<file path="src/rtl/ser_tx_pkg.sv">
package ser_tx_pkg;
  localparam int unsigned SYM_W = 10;
  typedef enum logic {ROUTE_EXT = 1'b0, ROUTE_WRAP = 1'b1} route_e;
endpackage

</file>
<file path="src/rtl/ser_bit_counter.sv">
module ser_bit_counter #(
  parameter int unsigned SYM_W = 10
) (
  input  logic clk,
  input  logic rst_n,
  output logic boundary
);
  localparam int unsigned CW = (SYM_W > 1) ? $clog2(SYM_W) : 1;
  localparam logic [CW-1:0] LAST = CW'(SYM_W - 1);

  logic [CW-1:0] cnt;

  always_ff @(posedge clk or negedge rst_n) begin
    if (!rst_n)            cnt <= LAST;
    else if (cnt == LAST)  cnt <= '0;
    else                   cnt <= cnt + 1'b1;
  end

  assign boundary = (cnt == LAST);

  // the window restarts immediately after its last cycle
  p_wrap_restart_r4: assert property (@(posedge clk) disable iff (!rst_n)
    boundary |=> (cnt == '0));
endmodule

</file>
<file path="src/rtl/ser_word_latch.sv">
module ser_word_latch #(
  parameter int unsigned SYM_W = 10
) (
  input  logic             clk,
  input  logic             rst_n,
  input  logic             in_valid,
  output logic             in_ready,
  input  logic [SYM_W-1:0] in_data,
  input  logic             boundary,
  output logic             hold_valid,
  output logic [SYM_W-1:0] hold_data
);
  logic take;

  assign in_ready = !hold_valid || boundary;
  assign take     = in_valid && in_ready;

  always_ff @(posedge clk or negedge rst_n) begin
    if (!rst_n) begin
      hold_valid <= 1'b0;
      hold_data  <= '0;
    end else if (take) begin
      hold_valid <= 1'b1;
      hold_data  <= in_data;
    end else if (boundary) begin
      hold_valid <= 1'b0;
    end
  end

  // a held symbol stays intact until a boundary consumes it
  p_hold_kept_r2: assert property (@(posedge clk) disable iff (!rst_n)
    (hold_valid && !boundary) |=> (hold_valid && $stable(hold_data)));
  // a boundary with no new offer empties the holding register
  p_hold_drain_r2: assert property (@(posedge clk) disable iff (!rst_n)
    (boundary && !in_valid) |=> !hold_valid);
endmodule

</file>
<file path="src/rtl/ser_shifter.sv">
module ser_shifter
  import ser_tx_pkg::*;
#(
  parameter int unsigned SYM_W = 10
) (
  input  logic             clk,
  input  logic             rst_n,
  input  logic             boundary,
  input  logic             hold_valid,
  input  logic [SYM_W-1:0] hold_data,
  input  logic             loop_req,
  output logic             line_bit,
  output route_e           route
);
  logic [SYM_W-1:0] shreg;
  logic [SYM_W-1:0] shifted;

  generate
    for (genvar i = 0; i < SYM_W; i++) begin : g_fill
      if (i == SYM_W - 1) begin : g_top
        assign shifted[i] = 1'b1;
      end else begin : g_mid
        assign shifted[i] = shreg[i+1];
      end
    end
  endgenerate

  always_ff @(posedge clk or negedge rst_n) begin
    if (!rst_n) begin
      shreg <= '1;
      route <= ROUTE_EXT;
    end else if (boundary) begin
      shreg <= hold_valid ? hold_data : '1;
      route <= loop_req ? ROUTE_WRAP : ROUTE_EXT;
    end else begin
      shreg <= shifted;
    end
  end

  assign line_bit = shreg[0];

  // routing moves only at a word boundary
  p_route_steady_r8: assert property (@(posedge clk) disable iff (!rst_n)
    !$past(boundary) |-> $stable(route));
  // an empty boundary produces an idle bit next
  p_idle_fill_r5: assert property (@(posedge clk) disable iff (!rst_n)
    (boundary && !hold_valid) |=> line_bit);
  // the load exposes bit 0 first
  p_lsb_first_r3: assert property (@(posedge clk) disable iff (!rst_n)
    (boundary && hold_valid) |=> (line_bit == $past(hold_data[0])));
endmodule

</file>
<file path="src/rtl/ser_route_sel.sv">
module ser_route_sel
  import ser_tx_pkg::*;
(
  input  route_e route,
  input  logic   line_bit,
  output logic   ser_out,
  output logic   wrap_out
);
  always_comb begin
    ser_out  = 1'b1;
    wrap_out = 1'b1;
    if (route == ROUTE_WRAP) wrap_out = line_bit;
    else                     ser_out  = line_bit;
  end
endmodule

</file>
<file path="src/rtl/ser_loop_tx.sv">
module ser_loop_tx
  import ser_tx_pkg::*;
#(
  parameter int unsigned WORD_W = ser_tx_pkg::SYM_W
) (
  input  logic              clk,
  input  logic              rst_n,
  input  logic              in_valid,
  output logic              in_ready,
  input  logic [WORD_W-1:0] in_data,
  input  logic              loop_en,
  output logic              ser_out,
  output logic              wrap_out
);
  logic              boundary;
  logic              hold_valid;
  logic [WORD_W-1:0] hold_data;
  logic              line_bit;
  route_e            route;

  ser_bit_counter #(.SYM_W(WORD_W)) u_cnt (
    .clk(clk), .rst_n(rst_n), .boundary(boundary));

  ser_word_latch #(.SYM_W(WORD_W)) u_latch (
    .clk(clk), .rst_n(rst_n), .in_valid(in_valid), .in_ready(in_ready),
    .in_data(in_data), .boundary(boundary), .hold_valid(hold_valid),
    .hold_data(hold_data));

  ser_shifter #(.SYM_W(WORD_W)) u_shift (
    .clk(clk), .rst_n(rst_n), .boundary(boundary), .hold_valid(hold_valid),
    .hold_data(hold_data), .loop_req(loop_en), .line_bit(line_bit),
    .route(route));

  ser_route_sel u_sel (
    .route(route), .line_bit(line_bit), .ser_out(ser_out),
    .wrap_out(wrap_out));

  // external pin is static high while wrapped
  p_ext_static_r7: assert property (@(posedge clk) disable iff (!rst_n)
    (route == ROUTE_WRAP) |-> ser_out);
  // wrap pin idles high while the external pin is active
  p_wrap_idle_r6: assert property (@(posedge clk) disable iff (!rst_n)
    (route == ROUTE_EXT) |-> wrap_out);
  // every boundary can take a symbol
  p_ready_edge_r2: assert property (@(posedge clk) disable iff (!rst_n)
    boundary |-> in_ready);
endmodule

</file>
<file path="config.mk">
export PLATFORM = sky130hd
export DESIGN_NAME = ser_loop_tx
export DESIGN_NICKNAME = d
export VERILOG_FILES = /design/src/rtl/ser_tx_pkg.sv /design/src/rtl/ser_bit_counter.sv /design/src/rtl/ser_word_latch.sv /design/src/rtl/ser_shifter.sv /design/src/rtl/ser_route_sel.sv /design/src/rtl/ser_loop_tx.sv
export SDC_FILE = /design/constraint.sdc
export NUM_CORES = 1
export LEC_CHECK = 0
export CELL_PAD_IN_SITES_DETAIL_PLACEMENT = 1
export CELL_PAD_IN_SITES_GLOBAL_PLACEMENT = 2
export CORE_AREA = 3 3 59 61
export DETAILED_ROUTE_END_ITERATION = 8
export DIE_AREA = 0 0 62 64
export PLACE_DENSITY = 0.79
export SYNTH_ARGS = -nofsm -noshare
export SYNTH_HDL_FRONTEND = slang
export SYNTH_HIERARCHICAL = 1
export SYNTH_SLANG_ARGS = --single-unit
export TNS_END_PERCENT = 30
</file>
<file path="constraint.sdc">
create_clock -name clk -period 2.73 [get_ports clk]
set_input_delay 0.4095 -clock clk [delete_from_list [all_inputs] [get_ports clk]]
set_output_delay 0.4095 -clock clk [all_outputs]
set_load 0.02 [all_outputs]
</file>
# After elaboration in Yosys (flattened, before gate mapping)

Index checks and enable logic that the tools add are counted.

Register bits: 26
Bits of input ports: 14
Output and inout bits: 3
Word-level logic and storage cells: 19

$add $sub $neg: 1
Equality and inequality tests: 1
Mux-type cells: 8
Reductions and logical operators: 4

Operator list:

| cell                                         | count |
|---|---|
| 2-to-1 mux 10 bit                            | 2 |
| 2-to-1 mux 1 bit                             | 5 |
| adder 4 x 1 -> 4 bit (second input constant) | 1 |
| equality test 4 bit (second input constant)  | 1 |
| 2-to-1 mux 4 bit                             | 1 |
| nonzero test 2 bit                           | 1 |
| logical AND 1 bit                            | 1 |
| logical NOT 1 bit                            | 1 |
| logical OR 1 bit                             | 1 |

# Longest topological paths before layout

Depth in word-level cells: 4
Gate-level depth with buffers: 5
Mapped depth without buffers: 5

# Cells and area by module

The synthesis kept the hierarchy.

Modules (own cells, without submodules):

| module          | times used | cells each | area an instance (um2) | sequential area each (um2) |
|---|---|---|---|---|
| ser_word_latch  | 1          | 24         | 465.4                  | 275.3 |
| ser_shifter     | 1          | 26         | 416.6                  | 287.8 |
| ser_bit_counter | 1          | 15         | 173.9                  | 102.6 |
| ser_route_sel   | 1          | 2          | 12.5                   | 0.0 |

# Least setup slack after synthesis

Ideal clock, no wire load.

Path type: reg-to-reg
From: register u_cnt.cnt[3]
To: register u_latch.hold_data[0]
Setup time: 0.125 ns
Data arrival time: 1.815 ns
Required time: 2.605 ns
Setup slack: 0.790 ns
Stages on the path, launching flop included: 6
Buffers on the path: 0
Period minus slack after synthesis: 1.940 ns
Cell sequence: dfstp_2 > nor2b_2 > nor3b_1 > nand2b_4 > nand2_8 > mux2_4

Word-level cells in the longest chain between the ends: 3

Ends and longest elaborated chain:

| element                | RTL line              | text |
|---|---|---|
| start, declared        | ser_bit_counter.sv:11 | `logic [CW-1:0] cnt;` |
| start signal, assigned | ser_bit_counter.sv:16 | `else cnt <= cnt + 1'b1;` |
| equality test 4 bit    | ser_bit_counter.sv:19 | `assign boundary = (cnt == LAST);` |
| named net boundary     | ser_loop_tx.sv:15     | `logic boundary;` |
| logical OR 1 bit       | ser_word_latch.sv:15  | `assign in_ready = !hold_valid \|\| boundary;` |
| named net in_ready     | ser_loop_tx.sv:9      | `output logic in_ready,` |
| logical AND 1 bit      | ser_word_latch.sv:16  | `assign take = in_valid && in_ready;` |
| end signal, assigned   | ser_word_latch.sv:24  | `hold_data <= in_data;` |
| end, declared          | ser_word_latch.sv:11  | `output logic [SYM_W-1:0] hold_data` |

The timed path passes the listed nets, and every way through them passes these cells.
A chain may end at the register's enable or synchronous reset.

# Worst setup path after layout

From: register u_cnt.cnt[3]
To: output in_ready

Word-level cells in the longest chain between the ends: 2

Ends and longest elaborated chain:

| element             | RTL line |
|---|---|
| equality test 4 bit | ser_bit_counter.sv:19 |
| named net boundary  | ser_loop_tx.sv:15 |
| logical OR 1 bit    | ser_word_latch.sv:15 |
| end, declared       | ser_loop_tx.sv:9 |

The timed path passes the listed nets, and every way through them passes these cells.

==> results.txt <==
The cell area after placement is approximately 1300 um2. The static power due to leakage came out at between 0.5 and 0.6 nW. The count of hold-fix buffers inserted at cts is 0. STA classifies the critical path endpoint as an output port. For this run the aggregate overflow at the end of global routing stands at 0. Once layout is done, the placed cells without fillers occupy roughly 1300 um2. The setup TNS after final layout came out at 0 ns.

The net count of the mapped netlist came out at 81. The detailed-router iteration count before antenna repair is 4. The cell area power density is approximately 530 nW/um2. The initial utilization of the core area, before any placement, comes to between 30% and 40%. The register clock-pin slew on the reported worst setup and hold paths came out at around 0.14 ns. The first-iteration detailed-routing DRC count came out at 5. The kind of critical path is flip-flop to output port.

In this run the tool buffered the top-level ports with 16 buffer cells. The sequential share of the synthesized area came out at about 62%. After detailed routing, the total wire length is between 1500 and 2000 um.

The share of post-route cells with drive strength above 1 came out at 47.7%. The floorplan die area came out at ~4000 um2. Counting the fill cells in the layout gives between 300 and 400. The synthesized area came out at approximately 1100 um2. The tree is rooted in a clkbuf_4. The final HPWL from detailed placement came out at approximately 1300 um.

Relative to the synthesized area, the layout overhead comes to 23.4%. Synthesis inferred 26 register bits. The vias per cell is around 4.6. The count of maximum capacitance violations is 0. The via count of the routed design is between 600 and 700. The detail route stage leaves a number of antenna-violating nets equal to 0. The via count of the first global-routing pass is just over 600. The first-pass GRT wire length came out at 2900 um.

The path class of the tightest hold or removal check is input pin to asynchronous set/reset pin. The repair_antennas step left the layout with diodes totalling 0. The clock latency on the worst-skew pair came out at ~0.32 ns. The maximum level of the CTS H-tree came out at 1. The final layout contains approximately 100 nets. The number of buffers created by CTS came out at 3. The synthesized instance count is 67.

The actual transition at the worst max-transition pin is roughly 0.31 ns. The run finished with clean final reports. The distinct cell type count after synthesis is 21.

The final critical-path share of the clock period came out at roughly 90%. Data on the critical path is required at its endpoint by 2.32 ns. Yosys printed 6 warnings. The floorplan has 20 rows. Derived from the worst setup path, the maximum achievable clock frequency is 398 MHz. In this run the vertical extent of the chip is roughly 64 um. The arrival time at the worst endpoint is 2.10 ns. The final-report setup violation count is 0.

The average size of a mapped cell is between 15 and 20 um2. The maximum resistive drop on vdd is between 0.2 and 0.3 mV. The last weighted congestion value of the routability-driven placer came out at approximately 0.67.

The core box area is 3030 um2. The tree built by TritonCTS fans out to 26 sinks. The worst setup path is launched from a flip-flop.

Setup repair after global routing left no endpoint under its margin. The horizontal die dimension is slightly above 60 um. After layout, the design draws a total of just over 0.0007 W.

Between clock sinks in the finished design, the worst skew comes to 0.0129 ns. The worst-path maximum fanout is 3. The post-detailed-route wirelength per cell came out at between 10 and 15 um. The CTS tree is done. The headroom to the max-slew limit came out at 79.1%. The commonest non-fill, non-tap cell in the layout is clkdlybuf4s50_1. The final hold violation count was 0. Entering global routing, the biggest net connects 27 pins.

The number of top-level pins came out at 17. The number of antenna violations at the first check in global routing came to 0. The count of unresolved DRC violations after routing came out at 0.

The maximum count of clock buffers along a single path came out at 2. The count of pins over their slew limit came out at 0. The shortest period the worst path allows is 2.51 ns. Across every metal layer, demand over resource in global routing totals 10.2%. The library cells used most frequently in the layout, excluding fill and tap cells, are clkdlybuf4s50_1, dfrtp_1, dfstp_2.
-- power by group --
part | switching, W | total [W] | internal (W)
clock network | 0.000112 | 0.000169 | 0.0000572
logic | 0.0000337 | 0.000104 | 0.0000698
registers | 0.0000149 | 0.000433 | 0.000418
-- area by class of cell --
type | count | area, um2 | area share [%]
timing repair buffer | 18 | 175 | 13.3
sequential | 26 | 666 | 50.5
inverter | 3 | 11.3 | 0.854
multi-input combinational | 37 | 385 | 29.2
tap | 44 | 55.1 | 4.17
clock buffer | 4 | 26.3 | 1.99
-- per-stage QoR --
step           instances  setup slack (ns)  hold WS, ns  utilization (%)
6_report             132             0.217        0.428             43.6
2_1_floorplan         67             0.790        0.114                -
3_3_place_gp         128             0.534        0.451             42.5
4_1_cts              132            0.0629        0.434             43.4
3_5_place_dp         128             0.473        0.459             42.5
5_1_grt              132            0.0813        0.437             43.6
-- repair_timing --
item	in CTS	in global routing
setup buffers	0	0
resized for setup	0	1
endpoints found under the setup margin	0	1
-- kinds of logic (layout without fill, tap and decap cells) --
kind of cell	Yosys count	after routing	share of synthesized area (%)
flops	26	26	62.3
mux	12	12	16.2
buf+inv	4	25	2.11
xor+xnor	1	1	0.820
compound gates	11	11	9.49
simple gates	13	13	9.13
-- critical path: stages, from the launching register on --
cell	delay, ns
dfstp_2	0.57
nor2b_2	0.17
nor3b_2	0.22
nand2b_4	0.20
clkdlybuf4s50_1	0.61
-- cells in the mapped netlist (all sizes together) --
library cell | instances | area, um2
nand2 | 3 | 30.0
or2 | 2 | 12.5
xnor2 | 1 | 8.76
inv | 3 | 11.3
a221o | 1 | 10.0
o21ai | 1 | 5.00
nor3b | 1 | 7.51
nor3 | 1 | 5.00
nor2 | 2 | 7.51
dfrtp | 14 | 350
dfstp | 12 | 315
o22a | 8 | 80.1
nor2b | 1 | 8.76
buf | 1 | 11.3
a31oi | 1 | 6.26
nand2b | 3 | 26.3
mux2 | 12 | 173
-- per-layer routing --
layer	vias to the layer above	GRT usage, %	share of wire [%]
li1	278	-	-
met1	314	13.0	46
met2	14	15.5	47
met3	4	2.42	5.1
met4	0	5.57	1.7
met5	-	0	0
-- registers in the layout, summed over array words and instances (netlist names) --
register            cells
u_cnt/cnt               4
u_latch/hold_data      10
u_latch/hold_valid      1
u_shift/route           1
u_shift/shreg          10
-- worst paths after layout --
kind                                                       start                                to  slack (ns)  cells past startpoint
worst max-delay path                      u_cnt/cnt[3]$_DFF_PN1_                          in_ready        0.22                      4
worst min-delay path                                       rst_n            u_cnt/cnt[2]$_DFF_PN0_        0.43                      2
worst max register to register            u_cnt/cnt[3]$_DFF_PN1_  u_latch/hold_data[4]$_DFFE_PN0P_        1.02                      5
worst min register to register  u_latch/hold_data[9]$_DFFE_PN0P_        u_shift/shreg[9]$_DFF_PN1_        0.49                      1
max in group asynchronous                                  rst_n        u_shift/shreg[2]$_DFF_PN1_        2.00                      2
min in group clk                u_latch/hold_data[9]$_DFFE_PN0P_        u_shift/shreg[9]$_DFF_PN1_        0.49                      1
(Power assumes the default switching activity.)
